<file path="config.mk">
export PLATFORM = sky130hd
export DESIGN_NAME = ncsr_top
export DESIGN_NICKNAME = d
export VERILOG_FILES = /design/src/rtl/ncsr_pkg.sv /design/src/rtl/ncsr_cmd.sv /design/src/rtl/ncsr_run.sv /design/src/rtl/ncsr_poll.sv /design/src/rtl/ncsr_irq.sv /design/src/rtl/ncsr_top.sv
export SDC_FILE = /design/constraint.sdc
export NUM_CORES = 1
export LEC_CHECK = 0
export ABC_AREA = 1
export BUFFER_PORTS_ARGS = -buffer_cell sky130_fd_sc_hd__buf_4
export CORE_ASPECT_RATIO = 1.2
export CORE_UTILIZATION = 34
export CTS_CLUSTER_SIZE = 24
export DETAILED_ROUTE_END_ITERATION = 10
export GPL_ROUTABILITY_DRIVEN = 0
export PLACE_DENSITY_LB_ADDON = 0.05
export RECOVER_POWER = 25
export SLEW_MARGIN = 20
export SYNTH_ARGS = -nofsm -noshare
export SYNTH_HDL_FRONTEND = slang
export SYNTH_SLANG_ARGS = --single-unit
</file>
<file path="constraint.sdc">
create_clock -name clk -period 1.3 [get_ports clk]
set_input_delay 0.39 -clock clk [delete_from_list [all_inputs] [get_ports clk]]
set_output_delay 0.39 -clock clk [all_outputs]
set_load 0.02 [all_outputs]
</file>
<file path="src/rtl/ncsr_pkg.sv">
// Shared bit positions and widths for the command/status register.
// Assumes the readback word is wider than eight bits.
package ncsr_pkg;
    localparam int B_INIT  = 0;
    localparam int B_START = 1;
    localparam int B_STOP  = 2;
    localparam int B_TDMND = 3;
    localparam int B_TXRUN = 4;
    localparam int B_RXRUN = 5;
    localparam int B_IRQEN = 6;
    localparam int B_IRQFL = 7;
    localparam int USED_W  = 8;
endpackage

</file>
<file path="src/rtl/ncsr_cmd.sv">
// Command bits STOP/START/INIT, the pending-initialization flag and the
// run trigger for the data paths. Assumes init_done is a one-cycle pulse.
module ncsr_cmd (
    input  logic clk,
    input  logic rst_n,
    input  logic soft_rst,
    input  logic wr_en,
    input  logic wr_init,
    input  logic wr_start,
    input  logic wr_stop,
    input  logic init_done,
    output logic stop_q,
    output logic start_q,
    output logic init_q,
    output logic init_pend,
    output logic set_stop,
    output logic start_go
);
    logic clr, set_start, set_init;

    // Decode the write, stop overriding the other commands.
    always_comb begin
        clr       = !rst_n || soft_rst;
        set_stop  = wr_en && wr_stop;
        set_start = wr_en && wr_start && !set_stop;
        set_init  = wr_en && wr_init && !set_stop;
        start_go  = (set_start && !set_init && !init_pend) ||
                    (init_done && init_pend && !set_stop && !set_init &&
                     (start_q || set_start));
    end

    // Command bit state.
    always_ff @(posedge clk) begin
        if (clr) begin
            stop_q  <= 1'b1;
            start_q <= 1'b0;
            init_q  <= 1'b0;
        end else if (set_stop) begin
            stop_q  <= 1'b1;
            start_q <= 1'b0;
            init_q  <= 1'b0;
        end else begin
            if (set_start || set_init) stop_q <= 1'b0;
            if (set_start) start_q <= 1'b1;
            if (set_init)  init_q  <= 1'b1;
        end
    end

    // Pending initialization: raised by INIT, dropped by completion or stop.
    always_ff @(posedge clk) begin
        if (clr || set_stop)  init_pend <= 1'b0;
        else if (set_init)    init_pend <= 1'b1;
        else if (init_done)   init_pend <= 1'b0;
    end

    a_r2_stop_wins: assert property (@(posedge clk) disable iff (clr)
        (wr_en && wr_stop) |=> (stop_q && !start_q && !init_q));
    a_r3_zero_ignored: assert property (@(posedge clk) disable iff (clr)
        (wr_en && !wr_stop && !wr_start && !wr_init) |=>
        $stable({stop_q, start_q, init_q}));
    a_r12_stop_cancels: assert property (@(posedge clk) disable iff (clr)
        (wr_en && wr_stop) |=> !init_pend);
endmodule

</file>
<file path="src/rtl/ncsr_run.sv">
// Receive/transmit running status. Assumes start_go and set_stop are
// never both high (the command decoder guarantees it).
module ncsr_run (
    input  logic clk,
    input  logic rst_n,
    input  logic soft_rst,
    input  logic set_stop,
    input  logic start_go,
    input  logic init_pend,
    input  logic init_done,
    input  logic rx_disable,
    input  logic tx_disable,
    input  logic uflo_keep,
    input  logic tx_underflow,
    output logic rx_run,
    output logic tx_run
);
    logic clr;
    assign clr = !rst_n || soft_rst;

    // Receive path state.
    always_ff @(posedge clk) begin
        if (clr || set_stop) rx_run <= 1'b0;
        else if (start_go)   rx_run <= !rx_disable;
    end

    // Transmit path state, with drop on underflow.
    always_ff @(posedge clk) begin
        if (clr || set_stop)                  tx_run <= 1'b0;
        else if (start_go)                    tx_run <= !tx_disable;
        else if (tx_underflow && !uflo_keep)  tx_run <= 1'b0;
    end

    a_r6_wait_for_init: assert property (@(posedge clk) disable iff (clr)
        (init_pend && !init_done) |=> !$rose(rx_run) && !$rose(tx_run));
    a_r7_uflo_drop: assert property (@(posedge clk) disable iff (clr)
        (tx_underflow && !uflo_keep && !start_go) |=> !tx_run);
endmodule

</file>
<file path="src/rtl/ncsr_poll.sv">
// Transmit-demand bit and poll request. An engine fetch beats a host write
// in the same cycle; the bit is forced low while transmit is off.
module ncsr_poll (
    input  logic clk,
    input  logic rst_n,
    input  logic soft_rst,
    input  logic set_stop,
    input  logic tx_run,
    input  logic wr_tdmd,
    input  logic desc_fetched,
    output logic tdmd_q,
    output logic poll_req
);
    logic clr;
    assign clr = !rst_n || soft_rst;

    // Demand bit update.
    always_ff @(posedge clk) begin
        if (clr || set_stop || !tx_run) tdmd_q <= 1'b0;
        else if (desc_fetched)          tdmd_q <= 1'b0;
        else if (wr_tdmd)               tdmd_q <= 1'b1;
    end

    // Request only while transmit is running.
    assign poll_req = tdmd_q && tx_run;

    a_r8_off_clears: assert property (@(posedge clk) disable iff (clr)
        !tx_run |=> !tdmd_q);
    a_r8_fetch_wins: assert property (@(posedge clk) disable iff (clr)
        desc_fetched |=> !tdmd_q);
endmodule

</file>
<file path="src/rtl/ncsr_irq.sv">
// Interrupt enable, summary flag and registered active-low interrupt pin.
// Assumes irq_src is already masked.
module ncsr_irq #(
    parameter int SRC_W = 8
) (
    input  logic             clk,
    input  logic             rst_n,
    input  logic             soft_rst,
    input  logic             set_stop,
    input  logic             wr_en,
    input  logic             wr_ien,
    input  logic [SRC_W-1:0] irq_src,
    output logic             ien_q,
    output logic             flag,
    output logic             irq_n
);
    logic clr;
    assign clr  = !rst_n || soft_rst;
    assign flag = |irq_src;

    // Enable bit: loaded by every write, cleared by stop.
    always_ff @(posedge clk) begin
        if (clr || set_stop) ien_q <= 1'b0;
        else if (wr_en)      ien_q <= wr_ien;
    end

    // Registered interrupt pin.
    always_ff @(posedge clk) begin
        if (clr) irq_n <= 1'b1;
        else     irq_n <= !(ien_q && flag);
    end

    a_r9_no_irq_disabled: assert property (@(posedge clk) disable iff (clr)
        !ien_q |=> irq_n);
    a_r10_flag_is_or: assert property (@(posedge clk) disable iff (clr)
        (irq_src == '0) |-> !flag);
endmodule

</file>
<file path="src/rtl/ncsr_top.sv">
// Command/status register top: write decode, sub-block wiring, readback.
// Assumes DATA_W > 8; upper bits are unimplemented and read 0.
module ncsr_top #(
    parameter int DATA_W = 16,
    parameter int SRC_W  = 8
) (
    input  logic              clk,
    input  logic              rst_n,
    input  logic              soft_rst,
    input  logic              wr_en,
    input  logic [DATA_W-1:0] wr_data,
    input  logic              rx_disable,
    input  logic              tx_disable,
    input  logic              uflo_keep,
    input  logic              init_done,
    input  logic              desc_fetched,
    input  logic              tx_underflow,
    input  logic [SRC_W-1:0]  irq_src,
    output logic              init_req,
    output logic              poll_req,
    output logic              irq_n,
    output logic [DATA_W-1:0] rd_data
);
    import ncsr_pkg::*;

    localparam int HI_W = DATA_W - USED_W;

    logic stop_q, start_q, init_q, init_pend, set_stop, start_go;
    logic rx_run, tx_run, tdmd_q, ien_q, flag;
    logic unused_hi;

    assign unused_hi = ^wr_data[DATA_W-1:USED_W];

    ncsr_cmd u_cmd (
        .clk(clk), .rst_n(rst_n), .soft_rst(soft_rst), .wr_en(wr_en),
        .wr_init(wr_data[B_INIT]), .wr_start(wr_data[B_START]),
        .wr_stop(wr_data[B_STOP]), .init_done(init_done),
        .stop_q(stop_q), .start_q(start_q), .init_q(init_q),
        .init_pend(init_pend), .set_stop(set_stop), .start_go(start_go)
    );

    ncsr_run u_run (
        .clk(clk), .rst_n(rst_n), .soft_rst(soft_rst), .set_stop(set_stop),
        .start_go(start_go), .init_pend(init_pend), .init_done(init_done),
        .rx_disable(rx_disable), .tx_disable(tx_disable),
        .uflo_keep(uflo_keep), .tx_underflow(tx_underflow),
        .rx_run(rx_run), .tx_run(tx_run)
    );

    ncsr_poll u_poll (
        .clk(clk), .rst_n(rst_n), .soft_rst(soft_rst), .set_stop(set_stop),
        .tx_run(tx_run), .wr_tdmd(wr_en && wr_data[B_TDMND]),
        .desc_fetched(desc_fetched), .tdmd_q(tdmd_q), .poll_req(poll_req)
    );

    ncsr_irq #(.SRC_W(SRC_W)) u_irq (
        .clk(clk), .rst_n(rst_n), .soft_rst(soft_rst), .set_stop(set_stop),
        .wr_en(wr_en), .wr_ien(wr_data[B_IRQEN]), .irq_src(irq_src),
        .ien_q(ien_q), .flag(flag), .irq_n(irq_n)
    );

    assign init_req = init_pend;

    // Assemble the readback word.
    always_comb begin
        rd_data          = '0;
        rd_data[B_INIT]  = init_q;
        rd_data[B_START] = start_q;
        rd_data[B_STOP]  = stop_q;
        rd_data[B_TDMND] = tdmd_q;
        rd_data[B_TXRUN] = tx_run;
        rd_data[B_RXRUN] = rx_run;
        rd_data[B_IRQEN] = ien_q;
        rd_data[B_IRQFL] = flag;
    end

    a_r1_upper_zero: assert property (@(posedge clk) disable iff (!rst_n)
        rd_data[DATA_W-1:USED_W] == HI_W'(0));
    a_r4_stop_excl: assert property (@(posedge clk) disable iff (!rst_n || soft_rst)
        stop_q |-> !(start_q || init_q || rx_run || tx_run));
endmodule

</file>
==> run_results.csv, run 1 <==
group,metric,value,unit
global_route,grt_pass1_wl,1610,microns
clock_network,clk_pin_slew,0.06,ns
min_path,min_path_cells,2,
clock_network,cts_sinks,9,
worst_setup_path,slowest_stage,"buf_6",
clock_network,cts_buffer_depth,2,
global_route,grt_max_degree,7,
detailed_routing,via_per_inst,4.27,
floorplanning,die_h,45.5,microns
timing,hold_violations,0,
flow_run,maxCapViolations,0,
timing,setup_ws,-0.00611,ns
power,power_leakage,0.424,nW
run_status,outcome,"complete, but fails checks",
placed_design,dp_cells,120,
synthesis,synthesis.area,536,sq um
detailed_routing,vias,546,
clock_network,cts_buffers,3,
synthesis,netlist.area_leader.share,33.6,%
timing,period_needed,1.31,ns
cells_and_area,drive_gt1_share,48.6,%
synthesis,synthTopCellsByCount,"16 x buf_4, 11 x nand2_1, 10 x nor2_1",
cells_and_area,fin_nets,146,
synthesis,ys_warn_count,0,
worst_setup_path,worstPathCellList,"buf_6, nor2_2, nand2_2, nor2_4, inv_2, buf_6",
worst_setup_path,required,0.91,ns
timing,setup_viol_count_final,1,
floorplanning,core_area,1450,sq um
run_status,violations,"setup timing",
min_path,hp-class,"in -> reg",
detailed_routing,routed_wirelength,1130,microns
placed_design,hpwl,850,microns
synthesis,ys_seq_area_share,33.6,%
min_path,hold_start,"desc_fetched",
synthesis,synth_most_common_cell,"buf_4",
synthesis,ys_ff_latch,9,
synthesis,yosys-top-cells-area,"dfxtp_1 34%, buf_4 22%, nand2_1 7.7%",
worst_setup_path,cp-end-kind,"output pin",
power,power,0.000655,W
floorplanning,rows,15,
min_path,min_to,"u_poll.tdmd_q$_SDFFE_PP0P_",
worst_setup_path,critPathLaunch,"irq_src[7]",
floorplanning,top_level_ports,53,
power,ir_drop,0.431,mV
clock_network,cts_tree,"built",
cells_and_area,area_delta_synth_final,57.2,%
global_route,grt.total_usage,13.7,%
clock_network,cts.htree.levels,1,
detailed_routing,drtIter0Drc,5,
worst_setup_path,crit_path_max_fanout,2,
synthesis,yosys.area.top_type,"dfxtp_1",
synthesis,syn_area_per_cell,6.87,sq um
timing,rsz0062_at_grt,"yes",
synthesis,synth_edf_count,0,
placed_design,port_buffers,33,
timing,maxSlewViolCount,0,
synthesis,synth_cells,78,
global_route,antenna_found_initial,0,
floorplanning,dieArea,1740,sq um
cells_and_area,final_util,58.3,%
detailed_routing,drc,0,
detailed_routing,drt-pass1-iter-count,4,
worst_setup_path,timing.rr.end,"u_run.tx_run$_SDFFE_PP0P_",
worst_setup_path,rrSetupSlack,0.39,ns
clock_network,worstSkewPairLatency,0.26,ns
floorplanning,initial_core_util,37.1,%
worst_setup_path,reg2reg_depth,7,
synthesis,synth_cell_type_count,13,
detailed_routing,ant_nets,0,
floorplanning,die-width,38.2,microns
worst_setup_path,arrival,0.92,ns
global_route,grt_pass1_vias,425,
worst_setup_path,r2r-start,"u_cmd.init_pend$_SDFFE_PP0P_",
synthesis,async_reset_ff_share,0,%
synthesis,synth_ff_type,"dfxtp_1",
global_route,overflow,0,
timing,fmax,766,MHz
power,power_density,777,nW/um^2
cells_and_area,antenna_cells,0,
detailed_routing,wl_per_cell,8.81,microns
worst_setup_path,slowest_delay,0.12,ns
timing,finalClockSkew,0.000789,ns
worst_setup_path,crit_top_cell,"buf_6",
clock_network,root_buffer,"clkbuf_4",
worst_setup_path,crit_type,"in -> out",
cells_and_area,instances_no_fill,128,
timing,period_share,100,%
worst_setup_path,worstSetupStartpointType,"input pin",
## registers in the layout, indices dropped and copies added, names as in the netlist
signal,flops
u_cmd.init_pend,1
u_cmd.init_q,1
u_cmd.start_q,1
u_cmd.stop_q,1
u_irq.ien_q,1
u_irq.irq_n,1
u_poll.tdmd_q,1
u_run.rx_run,1
u_run.tx_run,1
## cell usage in the layout (no fill, tap or decap), types with 2 or more instances in the layout
cell type   n
buf_4      29
clkbuf_4    4
inv_2       2
a21oi_1     7
nand3_1     7
nor2_1      5
nand2_2     6
buf_6       8
inv_1       8
conb_1      8
nand2_1     9
nor2_4      4
dfxtp_1     9
## where the power goes
part / switching (W) / total, W / internal [W]
logic: 0.0000735 / 0.000146 / 0.0000729
registers: 0.00000287 / 0.000284 / 0.000281
clock network: 0.000106 / 0.000225 / 0.000119
## repair_timing
action                     CTS  global route
resized for setup            8            12
setup endpoints to repair    1             2
pin swaps                    7             4
hold buffers                 0             0
buffers inserted             4             0
## layout make-up
type	instances	area, sq um
inverters	11	41.3
well taps	17	21.3
fillers	125	603
flip-flops and latches	9	180
repair buffers	38	315
clock buffers	4	26.3
multi-input cells	49	258
## worst max-delay path: cells and delay by family
family                 cells  cell delay (ns)
and+or+nand+nor            3             0.26
buffers and inverters      3             0.25
## cells by family after synthesis
kind of cell           count (synthesis)  synth area share, %
AOI/OAI and AO/OA                      7                 6.54
DFF                                    9                 33.6
muxes                                  1                 1.87
other                                  1                0.700
buffers and inverters                 27                 30.1
and+or+nand+nor                       33                 27.1
## per-layer routing
layer | track usage, % | part of all wire, % | vias to the layer above
li1 | - | - | 282
met1 | 13.6 | 34 | 230
met2 | 23.4 | 54 | 32
met3 | 3.92 | 10 | 2
met4 | 10.7 | 0.89 | 0
met5 | 0 | 0 | -
## stage by stage
step	area (sq um)	hold slack, ns	TNS [ns]	worst slack, ns
floorplan	562	0.393	0	0.110
global placement	718	0.420	-0.0363	-0.0363
detailed placement	718	0.423	-0.0560	-0.0560
CTS	803	0.276	0	0.00178
global route	842	0.281	-0.0558	-0.0511
finish	842	0.280	-0.00611	-0.00611
## how the worst max path moves through the flow
stage	to	slack [ns]	depth (start not counted)
finish	rd_data[7]	-0.006	6
global route	rd_data[7]	-0.05	6
CTS	rd_data[7]	0.002	6
detailed placement	rd_data[7]	-0.06	6
global placement	rd_data[7]	-0.04	6
floorplan	rd_data[7]	0.11	5
(Power assumes the default switching activity.)
==> inputs of run 2 (changes only) <==
--- a/config.mk
+++ b/config.mk
@@ -18,3 +18,4 @@
 export SYNTH_ARGS = -nofsm -noshare
 export SYNTH_HDL_FRONTEND = slang
 export SYNTH_SLANG_ARGS = --single-unit
+export TNS_END_PERCENT = 5
==> constraint.sdc (replaced) <==
create_clock -name clk -period 1.5 [get_ports clk]
set_input_delay 0.075 -clock clk [delete_from_list [all_inputs] [get_ports clk]]
set_output_delay 0.075 -clock clk [all_outputs]
set_load 0.02 [all_outputs]
==> run 2 against run 1 <==
The flow now finishes without violations. Via count down 3.1%. Core utilization down 6.6 points. Cell count down 3.1%. Non-clock buffer count down 4. Worst setup slack better by 0.58 ns. Clock skew up 0.0034 ns. Global-route usage about the same. Design area down 11%. Count of clock-buffer cells in the layout unchanged. Power down 16%. First-iteration DRC count up 60%. Sequential share of layout area up 2.7 points. Largest cell class unchanged. Largest power group unchanged.
==> run_results.csv, run 2 (same netlist as run 1, synthesis figures left out) <==
group,metric,value,unit
run_status,outcome,"finished clean",
worst_setup_path,rrSetupSlack,0.57,ns
clock_network,cts_resized,0,
clock_network,clk_pin_slew,0.06,ns
detailed_routing,vias,529,
power,switching_share,27.2,%
power,ir_drop,0.498,mV
clock_network,cts_tree,"built",
worst_setup_path,crit_type,"reg -> reg",
placed_design,hpwl,838,microns
detailed_routing,drt-pass1-iter-count,5,
detailed_routing,routed_wirelength,1030,microns
cells_and_area,drive_gt1_share,38.3,%
global_route,overflow,0,
floorplanning,core_area,1450,sq um
global_route,antenna_found_initial,0,
clock_network,cts_buffers,3,
worst_setup_path,worstSetupStartpointType,"flip-flop",
cells_and_area,fin_nets,142,
timing,hold_violations,0,
detailed_routing,drc,0,
worst_setup_path,arrival,1.08,ns
timing,rsz0062_at_grt,"no",
placed_design,port_buffers,33,
timing,timing.setup.tns,0,ns
worst_setup_path,required,1.66,ns
worst_setup_path,r2r-start,"u_cmd.init_pend$_SDFFE_PP0P_",
worst_setup_path,reg2reg_depth,7,
floorplanning,die_h,45.5,microns
worst_setup_path,endpoint,"u_run.tx_run$_SDFFE_PP0P_",
detailed_routing,drtIter0Drc,8,
global_route,grt_max_degree,7,
timing,finalClockSkew,0.00419,ns
cells_and_area,final_common_cell,"buf_4",
power,power_frac_comb,20.3,%
timing,period_needed,0.927,ns
floorplanning,dieArea,1740,sq um
timing,setup_viol_count_final,0,
power,switchingPower,0.000150,W
global_route,grt_pass1_vias,405,
power,clkPwrFrac,35.0,%
detailed_routing,wl_per_cell,8.31,microns
flow_run,maxCapViolations,0,
worst_setup_path,critPathLaunch,"u_cmd.init_pend$_SDFFE_PP0P_",
min_path,hp-class,"in -> reg",
global_route,grt.total_usage,13.7,%
cells_and_area,mostFrequentLayoutCells,"33 x buf_4, 11 x nand2_1, 10 x nor2_1",
power,seqPwrFrac,44.7,%
power,power_density,737,nW/um^2
clock_network,cts.htree.levels,1,
timing,maxSlewViolCount,0,
power,p_int,0.000401,W
clock_network,root_buffer,"clkbuf_4",
timing,fmax,1080,MHz
floorplanning,die-width,38.2,microns
worst_setup_path,cp-end-kind,"flip-flop",
floorplanning,top_level_ports,53,
cells_and_area,area_delta_synth_final,39.5,%
cells_and_area,antenna_cells,0,
detailed_routing,ant_nets,0,
clock_network,cts_sinks,9,
floorplanning,initial_core_util,37.1,%
worst_setup_path,timing.rr.end,"u_run.tx_run$_SDFFE_PP0P_",
power,power_leakage,0.393,nW
worst_setup_path,crit_path_max_fanout,4,
global_route,grt_pass1_wl,1580,microns
floorplanning,rows,15,
timing,period_share,61.8,%
clock_network,cts_buffer_depth,2,
cells_and_area,fillCellCount,151,
clock_network,worstSkewPairLatency,0.26,ns
cells_and_area,final_util,51.7,%
detailed_routing,via_per_inst,4.27,
-- run 2: changes by cell type in the layout (fill, tap and decap cells not counted) --
| cell | previous run | this run |
|---|---|---|
| buf_4 | 29 | 33 |
| buf_6 | 8 | 0 |
| clkbuf_4 | 4 | 3 |
| dlygate4sd3_1 | 0 | 1 |
| inv_1 | 8 | 9 |
| inv_2 | 2 | 1 |
| nand2_1 | 9 | 11 |
| nand2_2 | 6 | 4 |
| nor2_1 | 5 | 10 |
| nor2_2 | 1 | 0 |
| nor2_4 | 4 | 0 |
-- run 2: what timing repair did --
action / CTS / global route
setup buffers: 0 / 0
setup endpoints to repair: 0 / 0
endpoints found under the hold margin: 1 / 0
hold buffers: 1 / 0
-- run 2: per-layer routing --
metal	track usage (%)	share of wire [%]	wire length, microns	up-vias
li1	-	-	-	274
met5	0	0	0	-
met4	10.7	2.3	24	0
met2	22.4	48	499	30
met1	14.2	39	407	221
met3	4.41	9.8	101	4
-- run 2: power groups by stage --
stage | registers [W] | logic (W) | clock network [W]
global placement | 0.000251 | 0.000110 | 0
detailed placement | 0.000252 | 0.000110 | 0
floorplan | 0.000252 | 0.0000720 | 0
finish | 0.000246 | 0.000112 | 0.000193
CTS | 0.000246 | 0.000113 | 0.000205
global route | 0.000246 | 0.000124 | 0.000215
-- run 2: stage by stage --
step | hold slack (ns) | instance area, sq um | power, W | instances | worst slack (ns)
3_5_place_dp | 0.247 | 711 | 0.000362 | 119 | 0.589
5_1_grt | 0.0369 | 747 | 0.000585 | 124 | 0.479
3_3_place_gp | 0.243 | 711 | 0.000361 | 119 | 0.594
2_1_floorplan | 0.154 | 562 | 0.000324 | 85 | 0.512
4_1_cts | 0.0162 | 747 | 0.000563 | 124 | 0.572
6_report | 0.0256 | 747 | 0.000551 | 124 | 0.573
-- run 2: cell type report --
class / count / area [sq um] / area share, %
flip-flops and latches: 9 / 180 / 24.1
clock buffers: 4 / 26.3 / 3.52
inverters: 11 / 41.3 / 5.53
multi-input cells: 49 / 220 / 29.5
repair buffers: 34 / 258 / 34.5
well taps: 17 / 21.3 / 2.85
-- run 2: worst max-delay path, stage by stage (launching register included) --
cell and delay (ns):
dfxtp_1 0.37, nand2_1 0.06, inv_1 0.05, nand3_1 0.07
nand2_2 0.11, nand3_1 0.07, nand2_1 0.06, nor2_1 0.03
-- run 2: how the worst min path moves through the flow --
| stage | startpoint | to | slack [ns] | depth (start not counted) |
|---|---|---|---|---|
| 2_1_floorplan | desc_fetched | u_poll.tdmd_q$_SDFFE_PP0P_ | 0.15 | 1 |
| 3_3_place_gp | desc_fetched | u_poll.tdmd_q$_SDFFE_PP0P_ | 0.24 | 2 |
| 3_5_place_dp | desc_fetched | u_poll.tdmd_q$_SDFFE_PP0P_ | 0.25 | 2 |
| 4_1_cts | soft_rst | u_irq.irq_n$_SDFF_PP1_ | 0.02 | 3 |
| 5_1_grt | soft_rst | u_irq.irq_n$_SDFF_PP1_ | 0.04 | 3 |
| 6_report | soft_rst | u_irq.irq_n$_SDFF_PP1_ | 0.03 | 3 |
==> inputs of run 3 (changes only) <==
--- a/config.mk
+++ b/config.mk
@@ -8,7 +8,7 @@
 export ABC_AREA = 1
 export BUFFER_PORTS_ARGS = -buffer_cell sky130_fd_sc_hd__buf_4
 export CORE_ASPECT_RATIO = 1.2
-export CORE_UTILIZATION = 34
+export CORE_UTILIZATION = 31
 export CTS_CLUSTER_SIZE = 24
 export DETAILED_ROUTE_END_ITERATION = 10
 export GPL_ROUTABILITY_DRIVEN = 0
==> constraint.sdc (replaced) <==
create_clock -name clk -period 0.8 [get_ports clk]
set_input_delay 0.04 -clock clk [delete_from_list [all_inputs] [get_ports clk]]
set_output_delay 0.04 -clock clk [all_outputs]
set_load 0.02 [all_outputs]
==> run 3 against run 2 <==
The run now ends with setup timing left. Largest cell class unchanged. Critical path depth down 5. Highest routed layer is now met3. Cell count up 4.0%. Count of clock-buffer cells in the layout unchanged.
==> run_results.csv, run 3 (same netlist as run 1, synthesis figures left out) <==
group,metric,value,unit
cells_and_area,area_delta_synth_final,56.3,%
placed_design,hpwl,865,microns
global_route,grt.total_usage,11.8,%
floorplanning,core_area,1620,sq um
power,power_density,1260,nW/um^2
global_route,grt_pass1_wl,1500,microns
cells_and_area,antenna_cells,0,
detailed_routing,via_per_inst,4.14,
cells_and_area,multi_input_area,254,sq um
clock_network,cts_sinks,9,
global_route,antenna_found_initial,0,
clock_network,worstSkewPairLatency,0.26,ns
timing,hold_violations,0,
cells_and_area,drive_gt1_share,51.4,%
floorplanning,rows,16,
power,power_frac_comb,22.5,%
worst_setup_path,required,0.76,ns
clock_network,cts_buffers,3,
run_status,violations,"setup timing",
run_status,outcome,"complete, but fails checks",
placed_design,dp_slack,-0.0631,ns
clock_network,root_buffer,"clkbuf_4",
worst_setup_path,rrSetupSlack,-0.07,ns
floorplanning,die-width,39.9,microns
flow_run,maxCapViolations,0,
floorplanning,dieArea,1900,sq um
floorplanning,die_h,47.5,microns
detailed_routing,ant_nets,0,
worst_setup_path,critPathLaunch,"u_cmd.init_pend$_SDFFE_PP0P_",
global_route,grt_max_degree,7,
floorplanning,initial_core_util,33.0,%
cells_and_area,mostFrequentLayoutCells,"32 x buf_4, 10 x nand2_1, 9 x nor2_1",
power,switching_share,27.5,%
timing,setup_ws,-0.0803,ns
cells_and_area,regArea,188,sq um
worst_setup_path,crit_type,"reg -> out",
global_route,overflow,0,
detailed_routing,routed_wirelength,1070,microns
timing,timing.setup.tns,-0.271,ns
power,ir_drop,0.641,mV
placed_design,port_buffers,33,
timing,period_needed,0.880,ns
timing,maxSlewViolCount,0,
timing,period_share,110,%
global_route,grt_pass1_vias,413,
worst_setup_path,worstSetupStartpointType,"flip-flop",
clock_network,clk_pin_slew,0.06,ns
timing,setup_viol_count_final,4,
clock_network,cts_tree,"built",
detailed_routing,drtIter0Drc,5,
power,power_leakage,0.416,nW
worst_setup_path,crit_path_max_fanout,3,
detailed_routing,drc,0,
cells_and_area,fin_nets,146,
power,seqPwrFrac,43.5,%
clock_network,cts.htree.levels,1,
cells_and_area,final_common_cell,"buf_4",
clock_network,cts_buffer_depth,2,
power,p_int,0.000765,W
detailed_routing,drt-pass1-iter-count,2,
worst_setup_path,arrival,0.84,ns
power,clkPwrFrac,34.0,%
timing,finalClockSkew,0.00167,ns
detailed_routing,wl_per_cell,8.27,microns
worst_setup_path,cp-end-kind,"output pin",
timing,fmax,1140,MHz
cells_and_area,final_util,51.6,%
detailed_routing,vias,534,
min_path,hp-class,"in -> reg",
min_path,hold_start,"wr_data[6]",
floorplanning,top_level_ports,53,
clock_network,postCtsSetupBuffers,0,
timing,rsz0062_at_grt,"yes",
power,switchingPower,0.000290,W
cells_and_area,fillCellCount,170,
worst_setup_path,r2r-start,"u_cmd.init_pend$_SDFFE_PP0P_",
[run 3: metal layers]
layer | part of all wire, % | track usage [%]
met1 | 40 | 13.1
met5 | 0 | 0
met3 | 8.4 | 2.79
met4 | 0 | 6.21
met2 | 51 | 20.3
[run 3: worst max-delay path, cell delays in order, from the launching register on]
cell and delay, ns:
dfxtp_4 0.35, buf_6 0.11, buf_6 0.12
[run 3: final cells by class]
class                   count  share of cell area, %
well taps                  18                   2.69
inverters                  11                   4.93
multi-input cells          49                   30.3
clock buffers               4                   3.14
flip-flops and latches      9                   22.4
repair buffers             38                   36.5
[run 3: timing repair]
action,4_1_cts,5_1_grt
hold buffers,2,0
resized for setup,6,12
hold endpoints to repair,2,0
endpoints found under the setup margin,6,8
pin swaps,0,2
[run 3: power by group through the flow]
stage	Clock, W	Sequential (W)	Combinational (W)
2_1_floorplan	0	0.000470	0.000136
5_1_grt	0.000392	0.000460	0.000261
4_1_cts	0.000371	0.000459	0.000228
6_report	0.000358	0.000459	0.000237
3_3_place_gp	0	0.000468	0.000215
3_5_place_dp	0	0.000468	0.000217
[run 3: final timing paths]
path                          endpoint  depth (start not counted)
min reg2reg     u_irq.irq_n$_SDFF_PP1_                          1
max reg2reg  u_run.rx_run$_SDFFE_PP0P_                          7
min           u_irq.ien_q$_SDFFE_PP0P_                          3
max                           init_req                          2
[run 3: stage by stage]
stage | power, W | instances | hold WS (ns) | instance area (sq um)
floorplan | 0.000605 | 85 | 0.119 | 566
global placement | 0.000684 | 123 | 0.207 | 738
detailed placement | 0.000686 | 123 | 0.211 | 738
CTS | 0.00106 | 129 | 0.0178 | 800
global route | 0.00111 | 129 | 0.0433 | 837
finish | 0.00105 | 129 | 0.0188 | 837
